--- config.mk ---
export PLATFORM = sky130hd
export DESIGN_NAME = ovs_uart_rx
export DESIGN_NICKNAME = d
export VERILOG_FILES = /design/src/rtl/ovs_uart_rx_pkg.sv /design/src/rtl/ovs_rx_sync.sv /design/src/rtl/ovs_rx_vote.sv /design/src/rtl/ovs_rx_frame.sv /design/src/rtl/ovs_uart_rx.sv
export SDC_FILE = /design/constraint.sdc
export NUM_CORES = 1
export LEC_CHECK = 0
export BUFFER_PORTS_ARGS = -buffer_cell sky130_fd_sc_hd__buf_4
export CORE_MARGIN = 2
export CORE_UTILIZATION = 63
export CTS_CLUSTER_SIZE = 30
export DETAILED_ROUTE_END_ITERATION = 16
export PLACE_DENSITY = 0.84
export SLEW_MARGIN = 20
export SYNTH_ARGS = -nofsm -noshare
export SYNTH_HDL_FRONTEND = slang
export SYNTH_SLANG_ARGS = --single-unit
--- constraint.sdc ---
create_clock -name clk -period 4.7 [get_ports clk]
set_input_delay 0.235 -clock clk [delete_from_list [all_inputs] [get_ports clk]]
set_output_delay 0.235 -clock clk [all_outputs]
set_load 0.03 [all_outputs]
--- src/rtl/ovs_uart_rx_pkg.sv ---
package ovs_uart_rx_pkg;

  typedef enum logic [1:0] {
    RX_IDLE  = 2'd0,
    RX_START = 2'd1,
    RX_DATA  = 2'd2,
    RX_STOP  = 2'd3
  } rx_state_e;

  // centre sample index inside a bit of osr ticks
  function automatic int unsigned mid_tick(input int unsigned osr);
    return osr / 2;
  endfunction

endpackage

--- src/rtl/ovs_rx_sync.sv ---
module ovs_rx_sync #(
  parameter int unsigned STAGES = 2
) (
  input  logic clk,
  input  logic rst_n,
  input  logic din,
  output logic dout
);

  logic [STAGES-1:0] chain_q;
  logic [STAGES-1:0] chain_d;

  generate
    if (STAGES == 1) begin : g_single
      always_comb chain_d = din;
    end else begin : g_multi
      always_comb chain_d = {chain_q[STAGES-2:0], din};
    end
  endgenerate

  always_ff @(posedge clk or negedge rst_n) begin
    if (!rst_n) chain_q <= '1;
    else        chain_q <= chain_d;
  end

  assign dout = chain_q[STAGES-1];

endmodule

--- src/rtl/ovs_rx_vote.sv ---
module ovs_rx_vote #(
  parameter int unsigned OSR = 16,
  localparam int unsigned CW = $clog2(OSR)
) (
  input  logic          clk,
  input  logic          rst_n,
  input  logic          os_tick,
  input  logic          active,
  input  logic [CW-1:0] tick_cnt,
  input  logic          rx_s,
  output logic          vote,
  output logic          split
);
  import ovs_uart_rx_pkg::*;

  localparam logic [CW-1:0] SMP_A = CW'(mid_tick(OSR) - 1);
  localparam logic [CW-1:0] SMP_B = CW'(mid_tick(OSR));

  logic samp_a_q, samp_b_q;
  logic samp_a_d, samp_b_d;

  always_comb begin
    samp_a_d = samp_a_q;
    samp_b_d = samp_b_q;
    if (active && os_tick) begin
      if (tick_cnt == SMP_A) samp_a_d = rx_s;
      if (tick_cnt == SMP_B) samp_b_d = rx_s;
    end
  end

  always_ff @(posedge clk or negedge rst_n) begin
    if (!rst_n) begin
      samp_a_q <= 1'b1;
      samp_b_q <= 1'b1;
    end else begin
      samp_a_q <= samp_a_d;
      samp_b_q <= samp_b_d;
    end
  end

  // third sample is the live input on the decision tick
  assign vote  = (samp_a_q & samp_b_q) | (samp_a_q & rx_s) | (samp_b_q & rx_s);
  assign split = !((samp_a_q == samp_b_q) && (samp_b_q == rx_s));

endmodule

--- src/rtl/ovs_rx_frame.sv ---
module ovs_rx_frame #(
  parameter int unsigned OSR       = 16,
  parameter int unsigned DATA_BITS = 8,
  localparam int unsigned CW = $clog2(OSR),
  localparam int unsigned BW = (DATA_BITS > 1) ? $clog2(DATA_BITS) : 1
) (
  input  logic                 clk,
  input  logic                 rst_n,
  input  logic                 os_tick,
  input  logic                 rx_s,
  input  logic                 vote,
  input  logic                 split,
  output logic                 active,
  output logic [CW-1:0]        tick_cnt,
  output logic [DATA_BITS-1:0] data_o,
  output logic                 valid_o,
  output logic                 ferr_o,
  output logic                 nerr_o
);
  import ovs_uart_rx_pkg::*;

  localparam logic [CW-1:0] SMP_HI   = CW'(mid_tick(OSR) + 1);
  localparam logic [CW-1:0] LAST_TCK = CW'(OSR - 1);
  localparam logic [BW-1:0] LAST_BIT = BW'(DATA_BITS - 1);

  rx_state_e            state_q, state_d;
  logic [CW-1:0]        cnt_q, cnt_d;
  logic [BW-1:0]        bit_q, bit_d;
  logic [DATA_BITS-1:0] shift_q, shift_d;
  logic                 noise_q, noise_d;
  logic                 prev_q, prev_d;
  logic [DATA_BITS-1:0] data_q, data_d;
  logic                 valid_q, valid_d;
  logic                 fe_q, fe_d;
  logic                 ne_q, ne_d;
  logic                 decide;

  assign decide = os_tick && (cnt_q == SMP_HI);

  always_comb begin
    state_d = state_q;
    cnt_d   = cnt_q;
    bit_d   = bit_q;
    shift_d = shift_q;
    noise_d = noise_q;
    prev_d  = os_tick ? rx_s : prev_q;
    data_d  = data_q;
    valid_d = 1'b0;
    fe_d    = fe_q;
    ne_d    = ne_q;
    unique case (state_q)
      RX_IDLE: begin
        if (os_tick && prev_q && !rx_s) begin
          state_d = RX_START;
          cnt_d   = CW'(1);
          bit_d   = '0;
          noise_d = 1'b0;
        end
      end
      RX_START: begin
        if (os_tick) begin
          cnt_d = cnt_q + CW'(1);
          if (decide) begin
            noise_d = noise_q | split;
            if (vote) state_d = RX_IDLE;
          end
          if (cnt_q == LAST_TCK) begin
            cnt_d   = '0;
            state_d = RX_DATA;
          end
        end
      end
      RX_DATA: begin
        if (os_tick) begin
          cnt_d = cnt_q + CW'(1);
          if (decide) begin
            noise_d = noise_q | split;
            if (DATA_BITS > 1) shift_d = {vote, shift_q[DATA_BITS-1:1]};
            else               shift_d = vote;
          end
          if (cnt_q == LAST_TCK) begin
            cnt_d = '0;
            if (bit_q == LAST_BIT) state_d = RX_STOP;
            else                   bit_d   = bit_q + BW'(1);
          end
        end
      end
      RX_STOP: begin
        if (os_tick) begin
          cnt_d = cnt_q + CW'(1);
          if (decide) begin
            valid_d = 1'b1;
            data_d  = shift_q;
            fe_d    = !vote;
            ne_d    = noise_q | split;
            state_d = RX_IDLE;
          end
        end
      end
      default: state_d = RX_IDLE;
    endcase
  end

  always_ff @(posedge clk or negedge rst_n) begin
    if (!rst_n) begin
      state_q <= RX_IDLE;
      cnt_q   <= '0;
      bit_q   <= '0;
      shift_q <= '0;
      noise_q <= 1'b0;
      prev_q  <= 1'b1;
      data_q  <= '0;
      valid_q <= 1'b0;
      fe_q    <= 1'b0;
      ne_q    <= 1'b0;
    end else begin
      state_q <= state_d;
      cnt_q   <= cnt_d;
      bit_q   <= bit_d;
      shift_q <= shift_d;
      noise_q <= noise_d;
      prev_q  <= prev_d;
      data_q  <= data_d;
      valid_q <= valid_d;
      fe_q    <= fe_d;
      ne_q    <= ne_d;
    end
  end

  assign active   = (state_q != RX_IDLE);
  assign tick_cnt = cnt_q;
  assign data_o   = data_q;
  assign valid_o  = valid_q;
  assign ferr_o   = fe_q;
  assign nerr_o   = ne_q;


  valid_pulse_chk: assert property (@(posedge clk) disable iff (!rst_n)
    valid_q |=> !valid_q);


  data_hold_chk: assert property (@(posedge clk) disable iff (!rst_n)
    !valid_q |-> $stable(data_q));


  ferr_hold_chk: assert property (@(posedge clk) disable iff (!rst_n)
    !valid_q |-> $stable(fe_q));


  noise_hold_chk: assert property (@(posedge clk) disable iff (!rst_n)
    !valid_q |-> $stable(ne_q));


  deliver_in_stop_chk: assert property (@(posedge clk) disable iff (!rst_n)
    valid_q |-> ($past(state_q) == RX_STOP));

endmodule

--- src/rtl/ovs_uart_rx.sv ---
module ovs_uart_rx #(
  parameter int unsigned OSR         = 16,
  parameter int unsigned DATA_BITS   = 8,
  parameter int unsigned SYNC_STAGES = 2
) (
  input  logic                 clk,
  input  logic                 rst_n,
  input  logic                 os_tick,
  input  logic                 rx_serial,
  output logic [DATA_BITS-1:0] rx_data,
  output logic                 rx_valid,
  output logic                 frame_err,
  output logic                 noise_err
);

  localparam int unsigned CW = $clog2(OSR);

  logic          rx_s;
  logic          vote, split, active;
  logic [CW-1:0] tick_cnt;

  ovs_rx_sync #(.STAGES(SYNC_STAGES)) u_sync (
    .clk  (clk),
    .rst_n(rst_n),
    .din  (rx_serial),
    .dout (rx_s)
  );

  ovs_rx_vote #(.OSR(OSR)) u_vote (
    .clk     (clk),
    .rst_n   (rst_n),
    .os_tick (os_tick),
    .active  (active),
    .tick_cnt(tick_cnt),
    .rx_s    (rx_s),
    .vote    (vote),
    .split   (split)
  );

  ovs_rx_frame #(.OSR(OSR), .DATA_BITS(DATA_BITS)) u_frame (
    .clk     (clk),
    .rst_n   (rst_n),
    .os_tick (os_tick),
    .rx_s    (rx_s),
    .vote    (vote),
    .split   (split),
    .active  (active),
    .tick_cnt(tick_cnt),
    .data_o  (rx_data),
    .valid_o (rx_valid),
    .ferr_o  (frame_err),
    .nerr_o  (noise_err)
  );

endmodule

# --- Yosys cells after proc, flatten, opt, wreduce, memory -nomap -nowiden ---
# Index checks and enable logic that the tools add are counted.
totals:
  regBits: 34
  in_bits: 4
  out_inout_bits: 11
  word_cells: 92
classes:
  n_addsub: 2
  n_eq_ne: 22
  muxes: 28
  n_bitwise: 6
  reduce_logical: 21
ops:
  columns: ["operator", "count"]
  rows:
  - ["$mux 2", 10]
  - ["$mux 4", 4]
  - ["$eq 4x4->1 const B", 3]
  - ["$mux 3", 4]
  - ["$ne 2x1->1 const B", 6]
  - ["$pmux 4 s3", 1]
  - ["$reduce_and 3->1", 3]
  - ["$reduce_and 9->1", 1]
  - ["$ne 2x2->1 const B", 4]
  - ["$pmux 2 s4", 1]
  - ["$mux 1", 6]
  - ["$ne 3x1->1 const B", 2]
  - ["$pmux 3 s2", 1]
  - ["$reduce_bool 2->1", 3]
  - ["$logic_and 1x1->1", 5]
  - ["$reduce_and 5->1", 1]
  - ["$add 4x1->4 const B", 1]
  - ["$eq 2x2->1 const B", 2]
  - ["$eq 4x3->1 const B", 1]
  - ["$reduce_and 2->1", 2]
  - ["$reduce_and 4->1", 1]
  - ["$add 3x1->3 const B", 1]
  - ["$and 1x1->1", 3]
  - ["$eq 3x3->1 const B", 1]
  - ["7 further kinds", 12]

# --- Logic depth before layout (Yosys ltp) ---
depth:
  depth_word: 8
  ltp_mapped: 7
  depth_no_buf: 6

# --- Cells and area by module ---
# A second synthesis with hierarchy kept.
hier_totals:
  cells_unflattened: 132
  area_unflattened_um2: 1690.4
modules_own_cells:
  columns: ["module", "instances", "cells_per_inst", "area_per_inst_um2", "seq_area_each_um2"]
  rows:
  - ["ovs_rx_frame", 1, 118, 1483.9, 752.0]
  - ["ovs_rx_vote", 1, 12, 153.9, 52.6]
  - ["ovs_rx_sync", 1, 2, 52.6, 52.6]

# --- Least setup slack after synthesis ---
# OpenSTA, ideal clock, no wires.
synth_path:
  path_type: "reg2reg"
  from: "reg u_frame.state_q[0]"
  to: "reg u_frame.bit_q[0]"
  setup_ns: 0.125
  arrival_time_ns: 1.529
  required_ns: 4.575
  slack_ns: 3.046
  stages_incl_launch_ff: 8
  path_buffers: 1
  period_less_slack_ns: 1.654
  path_cell_list: "dfrtp_1 inv_1 ha_1 buf_2 nand2_1 o32ai_2 nand2_2 mux2_4"
synth_via:
  elab_chain_len: 3
  elab_cells_between_ends: 9
  cone_classes: "eq/ne (5); mux (1); reduce/logical (3)"
synth_rtl:
  columns: ["element", "line", "text"]
  rows:
  - ["start: declaration", "ovs_rx_frame.sv:26", "rx_state_e state_q, state_d;"]
  - ["start signal: assignment", "ovs_rx_frame.sv:117", "state_q <= state_d;"]
  - ["$eq 2x2->1 or $logic_not 2->1 (tied branches)", "ovs_rx_frame.sv:51", "unique case (state_q)"]
  - ["$ne 2x1->1 (no source line) (tied with other cells)", null, null]
  - ["$reduce_and 5->1 (no source line)", null, null]
  - ["end signal: assignment", "ovs_rx_frame.sv:119", "bit_q <= bit_d;"]
  - ["end: declaration", "ovs_rx_frame.sv:28", "logic [BW-1:0] bit_q, bit_d;"]
# Several ways; a longest one is shown, not always the timed one.
# A chain may end at the register's enable or synchronous reset.

# --- Worst setup path after layout ---
# Ends and elaborated chain as after synthesis.

==> results.txt <==
Die X: 56.5 um
Synth Cell Area: 1740 um2
Leakage: 1.03 nW
Vias in the first global route: 1088
Final non-filler cell total: 188
R2R setup slack: 2.81 ns
Post-route clock period utilization: 0.401
Reg-to-Reg Start: u_frame.state_q[0]
Hold EP: u_frame.prev_q
Synth Net Count: 153
Global Route Usage Sum: 0.213
CORE AREA: 2690 um2
Clk Latency, worst-skew pair: 0.34 ns
CTS tree: yes
Post-synth top area cell: dfrtp_1
Initial antenna violation count: 0
Synthesis-stage register bit count: 34
Antenna Nets Post-Route: 0
Worst setup EP type: register
H-tree Lvls: 2
Gpl congestion: 0.823
Synth top area cells: dfrtp_1 (42%), ha_1 (7.9%), mux2_2 (7.8%)
Proportion of layout cells with a drive suffix above 1: 0.363
Tightest Pin Transition: 0.557 ns
Share of the synthesized area in the top cell type: 0.418
Critical Path Source Type: register
Drt total wl: 3.01 mm
Slowest cell on the critical path: dfrtp_1
First-pass GRT wire length: 5.22 mm
Die Height: 56.5 um
Post-DP HPWL: 2.14 mm
Buf/Inv on CP: 1
Fmax: 0.530 GHz
Setup CP Type: reg -> reg
Routed WL per cell: 16.0 um
Clk root buf: clkbuf_4
Worst Reg-to-Reg Cells: 6
Warnings from Yosys: 0
Max_slew headroom: 0.627
Multi-input gate area: 808 um2
R2R Path End: u_frame.bit_q[0]
Boundary pin count: 15
N_diodes: 0
Full die area: 3190 um2
Hold path startpoint: os_tick
Cells along the critical path: inv_1 -> ha_1 -> nand2_1 -> o32ai_2 -> nand2_2 -> mux2_4
# port buffers: 14
CTS max path bufs: 2
Drt first pass iters: 4
CP max FO: 9
Post-synth top cells: dfrtp_1 (29), mux2_2 (12), ha_1 (11), nand2_1 (11), inv_1 (9)
Filler Cell Count: 176
Synth Instances: 138
Row Count: 19
Delay of the slowest critical-path stage: 0.44 ns
Most common cell in the synthesized netlist: dfrtp_1
Fin crit period: 1.89 ns
Post-Route Setup TNS: 0 ns
Inserted Clock Buffers: 5
Pin count of the biggest net entering global routing: 35
Most used DFF post-synth: dfrtp_1
Total grt overflow: 0
Syn avg cell area: 12.6 um2
Final setup violation count: 0
Critical path data required time: 4.93 ns
Power Density: 475 nW/um2
Critical path arrival: 2.12 ns
Top delay family on crit path: flip-flops
RSZ-0062 raised after global routing: no
Maximum vdd drop: 0.000436 V
Hold Crit Depth: 2
Async set-reset flop share out of synthesis: 1.00
Initial Util: 0.647
TritonCTS Sinks: 34
DRC: 0
HP Class: in -> reg
EDFF count, synth: 0
Drt first-iter violations: 51
Area delta synth->final: 13.6%
Final nets: 171
Skew final: 0.0178 ns
Status: completed
CTS clock-pin slew for the worst setup and hold paths: 0.11 ns
Max Slew Vio Count: 0
Unique masters post-synth: 36
Hold Fails Final Rpt: 0
Max Cap Viol: 0
Vias: 1104
Placed insts: 178
Register area share after synthesis: 0.493
Via density: 5.87
FF+latch area: 857 um2
[layout by cell type (no fill, tap or decap)]
cell | netlist | routed
dfrtp_1 | 29 | 29
buf_4 | 3 | 14
mux2_2 | 12 | 12
nand2_1 | 11 | 11
ha_1 | 11 | 11
inv_1 | 9 | 9
mux2_4 | 8 | 8
nor2_1 | 6 | 6
o21ai_0 | 5 | 5
clkbuf_4 | 0 | 5
dfstp_2 | 5 | 5
nand2_2 | 3 | 3
mux2i_1 | 3 | 3
a21oi_1 | 3 | 3
nor3_1 | 3 | 3
a22o_1 | 3 | 3
nand3b_1 | 2 | 2
nor4b_1 | 2 | 2
nand4_1 | 2 | 2
bufinv_16 | 0 | 2
dlygate4sd3_1 | 0 | 2
and4b_2 | 1 | 1
a211oi_1 | 1 | 1
nand3_4 | 1 | 1
o32ai_2 | 1 | 1
nand3_1 | 1 | 1
a221o_1 | 1 | 1
nand4b_4 | 1 | 1
nand2b_1 | 1 | 1
a211o_1 | 1 | 1
o21a_1 | 1 | 1
a22oi_1 | 1 | 1
o211ai_2 | 1 | 1
o21ba_2 | 1 | 1
a41o_1 | 1 | 1
o41ai_2 | 1 | 1
nor2b_1 | 1 | 1
clkbuf_8 | 0 | 1
[timing repair]
action                    4_1_cts  5_1_grt
resized for setup               0        0
hold endpoints to repair       30        0
setup buffers                   0        0
hold buffers                    2        0
[how the worst max path moves through the flow]
stage,from,to,slack [ns],cells past startpoint
after floorplan,u_frame.state_q[0],u_frame.bit_q[0],3.05,7
after CTS,u_frame.state_q[0],u_frame.bit_q[0],2.82,6
after detailed placement,u_frame.state_q[0],u_frame.bit_q[0],2.84,6
after global routing,u_frame.state_q[0],u_frame.bit_q[0],2.69,6
final,u_frame.state_q[0],u_frame.bit_q[0],2.81,6
after global placement,u_frame.state_q[0],u_frame.bit_q[0],2.96,6
[sequential cells by signal (all words and copies together) (netlist names), named ones only]
name	count
u_frame.shift_q	8
u_vote.samp_a_q	1
u_frame.valid_o	1
u_frame.bit_q	3
u_frame.data_o	8
u_vote.samp_b_q	1
u_frame.noise_q	1
u_frame.ferr_o	1
u_frame.state_q	1
u_frame.tick_cnt	4
u_sync.chain_q	2
u_frame.nerr_o	1
u_frame.prev_q	1
[metrics by stage]
step | utilization | hold WS [ns] | worst slack [ns] | instance area (um2) | power [mW]
detailed placement | 0.686 | 0.200 | 2.84 | 1840 | 0.656
finish | 0.735 | 0.258 | 2.81 | 1970 | 0.938
CTS | 0.735 | 0.242 | 2.82 | 1970 | 0.941
global placement | 0.686 | 0.194 | 2.96 | 1840 | 0.642
global route | 0.735 | 0.238 | 2.69 | 1970 | 0.989
floorplan | - | -0.0606 | 3.05 | 1740 | 0.589
[routing by layer]
metal | wire length, um | track usage
met1 | 1370 | 0.301
met3 | 148 | 0.0553
met5 | 0 | 0
met4 | 63 | 0.0918
met2 | 1420 | 0.311
[final cells by class]
class / instances / area share
clock buffer: 6 / 0.0260
clock inverter: 2 / 0.0304
inverter: 9 / 0.0171
multi-input combinational: 90 / 0.409
sequential: 34 / 0.434
tap: 31 / 0.0196
timing repair buffer: 16 / 0.0634
[power breakdown]
| group | switching, mW | internal, mW | total, mW |
|---|---|---|---|
| clock network | 0.100 | 0.180 | 0.281 |
| logic | 0.164 | 0.116 | 0.280 |
| registers | 0.0421 | 0.336 | 0.378 |
[cell families (layout without fill, tap and decap cells)]
kind of cell / Yosys count / after routing / share of synthesized area
simple gates: 35 / 35 / 0.122
flops: 34 / 34 / 0.493
mux: 23 / 23 / 0.164
fa+ha+maj: 11 / 11 / 0.0792
buf+inv: 14 / 33 / 0.0418
compound gates: 21 / 21 / 0.0994
No activity file was read; power rests on OpenSTA's default activity.
